**src/rtl/rtc_pkg.sv**
```systemverilog
package rtc_pkg;

    localparam int NUM_EVT  = 5;
    localparam int NUM_SALM = 2;
    localparam int EV_MALM  = 2;

    typedef enum logic [3:0] {
        RG_NONE   = 4'd0,
        RG_BUSY   = 4'd1,
        RG_SEC    = 4'd2,
        RG_SHADOW = 4'd3,
        RG_MSEC   = 4'd4,
        RG_SALM0  = 4'd5,
        RG_SALM1  = 4'd6,
        RG_MALM   = 4'd7,
        RG_MASK   = 4'd10,
        RG_STAT   = 4'd11
    } reg_sel_e;

    typedef struct packed {
        reg_sel_e    sel;
        logic [31:0] data;
    } wr_req_t;

    function automatic int bits_for(input int n);
        return (n > 1) ? $clog2(n) : 1;
    endfunction

endpackage

```
**src/rtl/rtc_timebase.sv**
```systemverilog
module rtc_timebase #(
    parameter int TICKS_PER_MS = 32,
    parameter int CORR_PERIOD  = 8,
    parameter int MS_PER_SEC   = 1000,
    localparam int MS_W        = rtc_pkg::bits_for(MS_PER_SEC),
    localparam int TK_W        = rtc_pkg::bits_for(TICKS_PER_MS + 1),
    localparam int CR_W        = rtc_pkg::bits_for(CORR_PERIOD)
) (
    input  logic            clk,
    input  logic            rst,
    input  logic            tick_en,
    input  logic            sec_ld,
    input  logic [31:0]     sec_ld_val,
    output logic [31:0]     sec_o,
    output logic [MS_W-1:0] ms_o,
    output logic            sec_evt_o,
    output logic            ms_evt_o
);
    logic [TK_W-1:0] tk_q;
    logic [CR_W-1:0] cr_q;
    logic            long_ms;
    logic            ms_step;
    logic            ms_wrap;

    always_comb begin
        long_ms = (cr_q == CR_W'(CORR_PERIOD - 1));
        ms_step = tick_en && (tk_q == (long_ms ? TK_W'(TICKS_PER_MS) : TK_W'(TICKS_PER_MS - 1)));
        ms_wrap = ms_step && (ms_o == MS_W'(MS_PER_SEC - 1));
    end

    always_ff @(posedge clk) begin
        if (rst) begin
            tk_q      <= '0;
            cr_q      <= '0;
            ms_o      <= '0;
            sec_o     <= '0;
            sec_evt_o <= 1'b0;
            ms_evt_o  <= 1'b0;
        end else begin
            if (ms_step) begin
                tk_q <= '0;
                cr_q <= long_ms ? '0 : cr_q + 1'b1;
                ms_o <= ms_wrap ? '0 : ms_o + 1'b1;
            end else if (tick_en) begin
                tk_q <= tk_q + 1'b1;
            end
            if (sec_ld)       sec_o <= sec_ld_val;
            else if (ms_wrap) sec_o <= sec_o + 32'd1;
            sec_evt_o <= sec_ld || ms_wrap;
            ms_evt_o  <= ms_step;
        end
    end

    // a step of the millisecond counter to zero always comes with a seconds step
    a_r1_wrap_bumps_sec: assert property (@(posedge clk) disable iff (rst)
        (ms_evt_o && ms_o == '0) |-> sec_evt_o);

endmodule

```
**src/rtl/rtc_post.sv**
```systemverilog
module rtc_post #(
    parameter int POST_TICKS = 8,
    parameter int BUSY_LEN   = 4,
    localparam int PC_W      = rtc_pkg::bits_for(POST_TICKS),
    localparam int BC_W      = rtc_pkg::bits_for(BUSY_LEN)
) (
    input  logic clk,
    input  logic rst,
    input  logic tick_en,
    output logic busy_o,
    output logic copy_o
);
    logic [PC_W-1:0] pc_q;
    logic [BC_W-1:0] bc_q;
    logic            post_due;

    assign post_due = tick_en && (pc_q == PC_W'(POST_TICKS - 1));
    assign copy_o   = busy_o && (bc_q == '0);

    always_ff @(posedge clk) begin
        if (rst) begin
            pc_q   <= '0;
            bc_q   <= '0;
            busy_o <= 1'b0;
        end else begin
            if (post_due)     pc_q <= '0;
            else if (tick_en) pc_q <= pc_q + 1'b1;

            if (busy_o) begin
                if (bc_q == '0) busy_o <= 1'b0;
                else            bc_q   <= bc_q - 1'b1;
            end else if (post_due) begin
                busy_o <= 1'b1;
                bc_q   <= BC_W'(BUSY_LEN - 1);
            end
        end
    end

    // a copy window only opens in answer to a slow tick
    a_r2_busy_from_tick: assert property (@(posedge clk) disable iff (rst)
        $rose(busy_o) |-> $past(tick_en));

endmodule

```
**src/rtl/rtc_events.sv**
```systemverilog
module rtc_events #(
    parameter int MS_W = 10
) (
    input  logic                                  clk,
    input  logic                                  rst,
    input  logic [31:0]                           sec_i,
    input  logic                                  sec_evt_i,
    input  logic [MS_W-1:0]                       ms_i,
    input  logic                                  ms_evt_i,
    input  logic [rtc_pkg::NUM_SALM-1:0][31:0]    cmp_sec_i,
    input  logic [MS_W-1:0]                       cmp_ms_i,
    input  logic [rtc_pkg::NUM_EVT-1:0]           mask_i,
    input  logic                                  clr_we_i,
    input  logic [rtc_pkg::NUM_EVT-1:0]           clr_i,
    output logic [rtc_pkg::NUM_EVT-1:0]           stat_o,
    output logic                                  irq_o
);
    import rtc_pkg::*;

    logic [NUM_EVT-1:0] fire;
    logic [NUM_EVT-1:0] clr_eff;

    for (genvar g = 0; g < NUM_SALM; g++) begin : g_salm
        assign fire[g] = sec_evt_i && (cmp_sec_i[g] != '0) && (sec_i == cmp_sec_i[g]);

        // a seconds alarm with compare value zero never raises its bit
        a_r5_zero_never: assert property (@(posedge clk) disable iff (rst)
            $rose(stat_o[g]) |-> ($past(cmp_sec_i[g]) != '0));
    end

    assign fire[EV_MALM] = ms_evt_i && (cmp_ms_i != '0) && (ms_i == cmp_ms_i);
    assign fire[NUM_EVT-1:EV_MALM+1] = '0;
    assign clr_eff = clr_we_i ? clr_i : '0;
    assign irq_o   = |(stat_o & mask_i);

    always_ff @(posedge clk) begin
        if (rst) stat_o <= '0;
        else     stat_o <= (stat_o & ~clr_eff) | fire;
    end

    // a status bit only drops after a clearing write
    a_r7_clear_needs_write: assert property (@(posedge clk) disable iff (rst)
        (|($past(stat_o) & ~stat_o)) |-> $past(clr_we_i));

endmodule

```
**src/rtl/rtc_shadow_timer.sv**
```systemverilog
module rtc_shadow_timer #(
    parameter int TICKS_PER_MS = 32,
    parameter int CORR_PERIOD  = 8,
    parameter int MS_PER_SEC   = 1000,
    parameter int POST_TICKS   = 8,
    parameter int BUSY_LEN     = 4
) (
    input  logic        clk,
    input  logic        rst,
    input  logic        tick_en,
    input  logic [5:0]  addr,
    input  logic        wr_en,
    input  logic [31:0] wr_data,
    input  logic        rd_en,
    output logic [31:0] rd_data,
    output logic        irq
);
    import rtc_pkg::*;

    localparam int MS_W = bits_for(MS_PER_SEC);

    logic                         busy, copy;
    logic [31:0]                  sec_run;
    logic [MS_W-1:0]              ms_run;
    logic                         sec_evt, ms_evt;
    logic [31:0]                  sec_vis, shadow_q;
    logic [MS_W-1:0]              ms_vis, cmp_ms_q;
    logic [NUM_SALM-1:0][31:0]    cmp_sec_q;
    logic [NUM_EVT-1:0]           mask_q, stat;
    logic                         word_ok, wr_go, rd_go;
    wr_req_t                      req, pend_q, app;
    logic                         pend_v, app_v;
    logic                         sec_ld, clr_we;
    reg_sel_e                     rd_sel;

    assign word_ok = (addr[1:0] == 2'b00);
    assign wr_go   = wr_en && word_ok;
    assign rd_go   = rd_en && word_ok;
    assign rd_sel  = reg_sel_e'(addr[5:2]);
    assign req     = '{sel: reg_sel_e'(addr[5:2]), data: wr_data};

    always_comb begin
        app_v = 1'b0;
        app   = req;
        if (!busy) begin
            if (pend_v) begin
                app_v = 1'b1;
                app   = pend_q;
            end else if (wr_go) begin
                app_v = 1'b1;
            end
        end
        sec_ld = app_v && (app.sel == RG_SEC);
        clr_we = app_v && (app.sel == RG_STAT);
    end

    rtc_timebase #(
        .TICKS_PER_MS(TICKS_PER_MS),
        .CORR_PERIOD (CORR_PERIOD),
        .MS_PER_SEC  (MS_PER_SEC)
    ) u_tb (
        .clk       (clk),
        .rst       (rst),
        .tick_en   (tick_en),
        .sec_ld    (sec_ld),
        .sec_ld_val(app.data),
        .sec_o     (sec_run),
        .ms_o      (ms_run),
        .sec_evt_o (sec_evt),
        .ms_evt_o  (ms_evt)
    );

    rtc_post #(
        .POST_TICKS(POST_TICKS),
        .BUSY_LEN  (BUSY_LEN)
    ) u_post (
        .clk    (clk),
        .rst    (rst),
        .tick_en(tick_en),
        .busy_o (busy),
        .copy_o (copy)
    );

    rtc_events #(
        .MS_W(MS_W)
    ) u_evt (
        .clk      (clk),
        .rst      (rst),
        .sec_i    (sec_run),
        .sec_evt_i(sec_evt),
        .ms_i     (ms_run),
        .ms_evt_i (ms_evt),
        .cmp_sec_i(cmp_sec_q),
        .cmp_ms_i (cmp_ms_q),
        .mask_i   (mask_q),
        .clr_we_i (clr_we),
        .clr_i    (app.data[NUM_EVT-1:0]),
        .stat_o   (stat),
        .irq_o    (irq)
    );

    always_ff @(posedge clk) begin
        if (rst) begin
            pend_v    <= 1'b0;
            pend_q    <= '{sel: RG_NONE, data: '0};
            sec_vis   <= '0;
            ms_vis    <= '0;
            shadow_q  <= '0;
            cmp_sec_q <= '0;
            cmp_ms_q  <= '0;
            mask_q    <= '0;
            rd_data   <= '0;
        end else begin
            if (wr_go && (busy || pend_v)) begin
                pend_v <= 1'b1;
                pend_q <= req;
            end else if (app_v && pend_v) begin
                pend_v <= 1'b0;
            end

            if (copy) begin
                sec_vis <= sec_run;
                ms_vis  <= ms_run;
            end

            if (app_v) begin
                case (app.sel)
                    RG_SEC:   sec_vis      <= app.data;
                    RG_SALM0: cmp_sec_q[0] <= app.data;
                    RG_SALM1: cmp_sec_q[1] <= app.data;
                    RG_MALM:  cmp_ms_q     <= app.data[MS_W-1:0];
                    RG_MASK:  mask_q       <= app.data[NUM_EVT-1:0];
                    default:  ;
                endcase
            end

            if (rd_go) begin
                if (rd_sel == RG_MSEC) shadow_q <= sec_vis;
                case (rd_sel)
                    RG_BUSY:   rd_data <= {31'd0, busy};
                    RG_SEC:    rd_data <= sec_vis;
                    RG_SHADOW: rd_data <= shadow_q;
                    RG_MSEC:   rd_data <= 32'(ms_vis);
                    RG_SALM0:  rd_data <= cmp_sec_q[0];
                    RG_SALM1:  rd_data <= cmp_sec_q[1];
                    RG_MALM:   rd_data <= 32'(cmp_ms_q);
                    RG_MASK:   rd_data <= 32'(mask_q);
                    RG_STAT:   rd_data <= 32'(stat);
                    default:   rd_data <= '0;
                endcase
            end
        end
    end

    // the seconds counter is never loaded inside a copy window
    a_r9_no_load_in_busy: assert property (@(posedge clk) disable iff (rst)
        sec_ld |-> !busy);

    // a held write drains once the window closes and nothing new arrives
    a_r9_hold_drains: assert property (@(posedge clk) disable iff (rst)
        (pend_v && !busy && !wr_go) |=> !pend_v);

    // visible milliseconds change only as a copy window closes
    a_r2_copy_at_end: assert property (@(posedge clk) disable iff (rst)
        !$stable(ms_vis) |-> $fell(busy));

    // a milliseconds read captures the visible seconds of that cycle
    a_r3_shadow_capture: assert property (@(posedge clk) disable iff (rst)
        (rd_go && rd_sel == RG_MSEC) |=> (shadow_q == $past(sec_vis)));

endmodule

```
**config.mk**
```make
export PLATFORM = sky130hd
export DESIGN_NAME = rtc_shadow_timer
export DESIGN_NICKNAME = d
export VERILOG_FILES = /design/src/rtl/rtc_pkg.sv /design/src/rtl/rtc_timebase.sv /design/src/rtl/rtc_post.sv /design/src/rtl/rtc_events.sv /design/src/rtl/rtc_shadow_timer.sv
export SDC_FILE = /design/constraint.sdc
export NUM_CORES = 1
export LEC_CHECK = 0
export ABC_CLOCK_PERIOD_IN_PS = 2500
export BUFFER_PORTS_ARGS = -buffer_cell sky130_fd_sc_hd__clkbuf_2
export CAP_MARGIN = 20
export CORE_MARGIN = 5
export CORE_UTILIZATION = 62
export CTS_BUF_LIST = sky130_fd_sc_hd__clkbuf_8
export DETAILED_ROUTE_END_ITERATION = 10
export PLACE_DENSITY = 0.81
export RECOVER_POWER = 50
export SYNTH_ARGS = -nofsm -noshare
export SYNTH_HDL_FRONTEND = slang
export SYNTH_SLANG_ARGS = --single-unit
```
**constraint.sdc**
```tcl
create_clock -name clk -period 2.5 [get_ports clk]
set_input_delay 0.25 -clock clk [delete_from_list [all_inputs] [get_ports clk]]
set_output_delay 0.25 -clock clk [all_outputs]
set_load 0.02 [all_outputs]
```
== Word-level counts from Yosys, hierarchy flattened ==
Index checks and enable logic that the tools add are counted.

* Add/sub/neg operators: 6
* Muxes and demuxes: 23
* Eq/ne operators: 23
* Reduce and logical (&&, ||, !) cells: 35
* Bitwise operators: 4

{| class="wikitable"
|+ Operators by type and width
! kind !! count
|-
| $pmux W32 S9 || 1
|-
| $mux W32 || 5
|-
| $mux W36 || 2
|-
| $eq A32 B32 Y1 || 2
|-
| $reduce_bool A32 Y1 || 2
|-
| $add A32 B1 Y32 const B || 1
|-
| $eq A4 B3 Y1 const B || 7
|-
| $eq A4 B4 Y1 const B || 4
|-
| $logic_and A1 B1 Y1 || 16
|-
| $eq A4 B2 Y1 const B || 3
|-
| $reduce_and A2 Y1 || 6
|-
| $add A10 B1 Y10 const B || 1
|-
| $and A5 B5 Y5 || 2
|-
| $eq A10 B10 Y1 || 1
|-
| $eq A10 B10 Y1 const B || 1
|-
| $mux W10 || 1
|-
| $reduce_bool A10 Y1 || 1
|-
| $mux W1 || 8
|-
| $add A3 B1 Y3 const B || 2
|-
| $add A6 B1 Y6 const B || 1
|-
| $eq A3 B3 Y1 const B || 2
|-
| $eq A6 B6 Y1 || 1
|-
| $mux W2 || 3
|-
| $mux W6 || 1
|-
| other kinds (12) || 17
|}

* Flip-flop bits (word level): 286
* Output and inout bits: 33
* Logic and storage cells: 112
* Input bits: 43

== Logic depth before layout (Yosys ltp) ==
* Word-level depth: 10
* Gate-level depth with buffers: 10
* Depth with buffers taken out: 7

== Hierarchy ==
A second synthesis with hierarchy kept.

* Cells, all modules: 1609
* Area total of the unflattened synthesis: 14666.6 um^2

{| class="wikitable"
|+ Modules (own cells, without submodules)
! module !! sequential area each (um^2) !! area an instance (um^2) !! cells each !! times used
|-
| rtc_shadow_timer || 4444.3 || 10168.5 || 1071 || 1
|-
| rtc_timebase || 1061.0 || 3060.4 || 362 || 1
|-
| rtc_events || 100.1 || 1162.4 || 147 || 1
|-
| rtc_post || 120.1 || 275.3 || 29 || 1
|}

== Least setup slack after synthesis ==
No wires, ideal clock.

* Path type: register to register
* Start: register u_tb.cr_q[0]
* End: register u_tb.sec_o[9]
* Path slack: 0.283 ns
* Data arrival time: 2.143 ns
* Period minus slack after synthesis: 2.217 ns
* Path buffers: 2
* Setup time: 0.074 ns
* Data required time: 2.426 ns
* Cell stages (with the launch flop): 10
* Cell sequence: dfxtp_1 -> ha_1 -> ha_1 -> nor4b_1 -> and3_1 -> buf_2 -> o211ai_2 -> buf_6 -> or4_1 -> a31oi_1

* Longest elaborated chain between the ends: 6

{| class="wikitable"
|+ RTL lines
! what !! line !! source
|-
| from (decl) || rtc_timebase.sv:20 || <nowiki>logic [CR_W-1:0] cr_q;</nowiki>
|-
| from (signal assigned) || rtc_timebase.sv:42 || <nowiki>cr_q <= long_ms ? '0 : cr_q + 1'b1;</nowiki>
|-
| $eq A3 B3 Y1 || rtc_timebase.sv:26 || <nowiki>long_ms = (cr_q == CR_W'(CORR_PERIOD - 1));</nowiki>
|-
| $mux W6 || rtc_timebase.sv:27 || <nowiki>ms_step = tick_en && (tk_q == (long_ms ? TK_W'(TICKS_PER_MS) : TK_W'(TICKS_PER_MS - 1)));</nowiki>
|-
| $eq A6 B6 Y1 || rtc_timebase.sv:27 ||
|-
| $logic_and A1 B1 Y1 || rtc_timebase.sv:27 ||
|-
| $logic_and A1 B1 Y1 || rtc_timebase.sv:28 || <nowiki>ms_wrap = ms_step && (ms_o == MS_W'(MS_PER_SEC - 1));</nowiki>
|-
| $reduce_bool A2 Y1 (no line) || -- ||
|-
| to (signal assigned) || rtc_timebase.sv:47 || <nowiki>if (sec_ld) sec_o <= sec_ld_val;</nowiki>
|-
| to (signal assigned) || rtc_timebase.sv:48 || <nowiki>else if (ms_wrap) sec_o <= sec_o + 32'd1;</nowiki>
|-
| to (decl) || rtc_timebase.sv:14 || <nowiki>output logic [31:0] sec_o,</nowiki>
|}

Every way passes these cells.
A chain may end at the register's enable or synchronous reset.

== Worst setup path in the final report ==
* Start: register u_tb.cr_q[0]
* End: register u_tb.sec_o[23]

Same word-level chain as after synthesis.

==> impl_results.md <==
- Most frequent cells in the layout: dfxtp_1, nand2_1, a21oi_1, nor2_1, a211oi_1
- H-tree level count: 2
- Dominant synthesized flop cell: dfxtp_1
- Reg2Reg Depth: 8
- Vias in the first global route: 12200
- Max Clk Rate: 419 MHz
- Initial antenna violation count: 0
- Starting Density: 63.0%
- Detailed Place HPWL: 26100 um
- Post-route cell area: 15300 um2
- # nets final: 1728
- Count of final max-slew check failures: 31
- Die H: 156 um
- Yosys cell types: 61
- Max-Cap Viols: 1
- Avg Inst Size Synth: 8.32 um2
- Final hold violations: 0
- Synth Area in Compound Gates: 22.8%
- Failing checks: max-capacitance violations, max-slew violations
- Total wire length: 39100 um
- Worst r2r src: u_tb.cr_q[0]
- Worst Max-Slew Pin Slew: 1.56 ns
- Synthesized Nets: 1647
- Commonest non-fill, non-tap cell in the layout: dfxtp_1
- Inserted Diodes: 0
- Worst slack at placement: -0.0335 ns
- Total CTS buffers: 46
- CTS root buffer: clkbuf_8
- Max clock buf depth: 3
- Via count: 12600
- Critical-path maximum fanout: 16
- GRT overflow: 0
- Clock skew: 0.0178 ns
- Status: finished, violations left
- Tot GR Track Use: 31.6%
- Area of placed instances: 14100 um2
- Gate power share: 5.3%
- Top cell type by total area after synthesis: dfxtp_1
- Row count: 53
- DRT Pass-1 Iters: 6
- Flop pwr share: 51.2%
- Post-synth EDFFs: 0
- Critical path class: reg -> reg
- CTS tree: built
- Clock sink count: 286
- Cell Chain, Critical Path: ha_1 > ha_1 > nor4b_2 > buf_4 > o2111ai_1 > buf_4 > or4_1 > a31oi_1
- Post-Synth Simple-Gate Area: 19.3%
- Post-layout min period: 2.39 ns
- Start point of the critical path: u_tb.cr_q[0]
- Tcrit/Tclk final: 95.5%
- DRC: 0
- Synthesis-stage register bit count: 286
- Async SR Flop Fraction: 0%
- Yosys warns: 0
- Flop2flop setup slack: 0.11 ns
- IO buf count: 75
- Max IR drop VDD: 0.518 mV
- Die X: 156 um
- Post-synthesis cell count: 1596
- DRT iter0 DRCs: 1494
- # setup viols final: 0
- WP data arrival: 2.88 ns
- TNS Setup: 0 ns
- CTS clk-pin slew, worst paths: 0.06 ns
- Share of layout cells above drive strength 1: 11.4%
- Synth area leaders: dfxtp_1, nand2_1, a21oi_1
- Switch Pwr: 2170 uW
- Layout area overhead: 15.0%
- Die area: 24500 um2
- P_int: 6840 uW
- Worst min path class: in -> reg
- Slowest stage delay, CP: 0.47 ns
- LEAKAGE: 0.00558 uW
- Final critical-path setup slack: 0.112 ns
- Slew headroom: -4.07%
- Clock power share: 43.5%
- Drt wl/cell: 19.7 um
- Routed Antenna Nets: 0
- Largest family of logic cells by synthesized area: compound AO/OA/AOI/OAI gates
- Proportion of synthesized area in mux cells: 3.67%
- DR vias/cell: 6.37
- Pwr dens: 590 nW/um2
- Crit path required time: 2.99 ns
- Worst setup path end: u_tb.sec_o[23]
- Post-Synth XOR/XNOR Area: 5.80%
- Sw Ratio: 24.1%
- CORE AREA: 21100 um2
- Worst setup EP type: flop
- R2r endpoint: u_tb.sec_o[23]
- First-pass GRT wire length: 63600 um
- Slowest CP cell: or4_1
- IO Pins: 76
- Gpl congestion: 0.977
- Top cell type's share of synthesized area: 43.1%
- Largest net degree at the start of global routing: 69
- Worst setup SP type: flop
- Post-Synth Adder-Cell Area: 0.753%
- Mapped cell area: 13300 um2
- Clk_lat worst skew: 0.57 ns
- Seq/Total Area, Yosys: 43.1%
## synth_stat cells, types with 3 or more instances
cell and n:
a21o_1 32, o211ai_1 4, nor2b_1 8, clkbuf_1 120, and3_1 5, or3_1 23
nand3b_1 3, nor4_1 26, nor4b_1 3, nand2b_1 10, buf_2 10, nor4bb_1 4
a211oi_1 76, buf_1 5, mux2i_1 42, a31oi_1 64, nor2_1 131, inv_1 12
o31ai_1 12, a222oi_1 9, dfxtp_1 286, nor3_1 9, nand2_1 244, xnor2_1 53
or4_1 16, and2_1 3, a22oi_1 61, o2111ai_1 9, nand3_1 18, a21oi_1 156
o21ai_0 23, mux2_2 6, ha_1 8, a22o_1 9, xor2_1 35, nand4_1 28
## critical path: cells and delay by family, from the launching register on
kind                     cells  cell delay (ns)
AND/OR/NAND/NOR              2             0.74
buffers and inverters        2             0.47
adder cells (fa/ha/maj)      2             0.45
AO/OA/AOI/OAI                2             0.33
flip-flops                   1             0.32
## worst min path at each step
stage | endpoint | from | cells after the start | slack (ns)
3_5_place_dp | pend_q[5] | pend_q[5] | 2 | 0.44
3_3_place_gp | pend_q[9] | pend_q[9] | 2 | 0.44
5_1_grt | pend_v | addr[1] | 4 | 0.07
2_1_floorplan | pend_q[10] | wr_data[10] | 2 | 0.39
4_1_cts | pend_v | addr[0] | 4 | 0.05
6_report | pend_v | addr[0] | 4 | 0.06
## layout make-up
class	count	area [um2]
clock inverters	22	92.6
fillers	1630	5810
multi-input cells	1159	7060
repair buffers	172	1210
clock buffers	58	798
flip-flops and latches	286	5730
well taps	275	344
inverters	12	45.0
## what timing repair did
item / 4_1_cts / 5_1_grt
endpoints found under the setup margin: 8 / 19
hold buffers: 32 / 0
endpoints found under the hold margin: 32 / 0
buffers inserted: 0 / 1
gates cloned: 0 / 1
pin swaps: 0 / 1
gates resized for setup: 1 / 4
## flip-flops by register name, summed over array words and instances (netlist names)
| register | cells |
|---|---|
| cmp_ms_q | 10 |
| cmp_sec_q | 64 |
| mask_q | 5 |
| ms_vis | 10 |
| pend_q | 36 |
| pend_v | 1 |
| rd_data | 32 |
| sec_vis | 32 |
| shadow_q | 32 |
| u_evt.stat_o | 5 |
| u_post.bc_q | 2 |
| u_post.busy_o | 1 |
| u_post.pc_q | 3 |
| u_tb.cr_q | 3 |
| u_tb.ms_evt_o | 1 |
| u_tb.ms_o | 10 |
| u_tb.sec_evt_o | 1 |
| u_tb.sec_o | 32 |
| u_tb.tk_q | 6 |
## kinds of logic (layout without fill, tap and decap cells)
logic type                 Yosys count  after routing
muxes                               48             48
xor gates and xnor gates            88             88
buffers and inverters              152            264
DFF                                286            286
and+or+nand+nor                    547            548
adders and majority gates            8              8
AOI/OAI and AO/OA                  467            467
## layer usage
| layer | vias up | wire length [um] | part of all wire (%) | track usage (%) |
|---|---|---|---|---|
| met5 | - | 0 | 0 | 0 |
| met4 | 0 | 1110 | 2.8 | 11.0 |
| met2 | 678 | 17600 | 45 | 48.8 |
| met3 | 104 | 4020 | 10 | 7.69 |
| met1 | 5933 | 16400 | 42 | 43.4 |
| li1 | 5927 | - | - | - |
## per-stage QoR
stage | total power [uW] | instances | utilization, % | hold WS [ns]
final | 9010 | 1984 | 72.5 | 0.0558
after global routing | 9290 | 1984 | 72.5 | 0.0718
after CTS | 9010 | 1982 | 72.6 | 0.0466
after detailed placement | 5140 | 1870 | 66.8 | 0.443
after global placement | 5130 | 1870 | 66.8 | 0.438
after floorplan | 4950 | 1596 | - | 0.386
## power by group through the flow
stage | clock network (uW) | logic [uW] | registers (uW)
final | 3920 | 478 | 4610
after detailed placement | 0 | 424 | 4710
after global placement | 0 | 418 | 4710
after floorplan | 0 | 255 | 4700
after CTS | 3940 | 465 | 4610
after global routing | 4160 | 515 | 4610
Note: power is estimated with default switching activity, not from simulation.
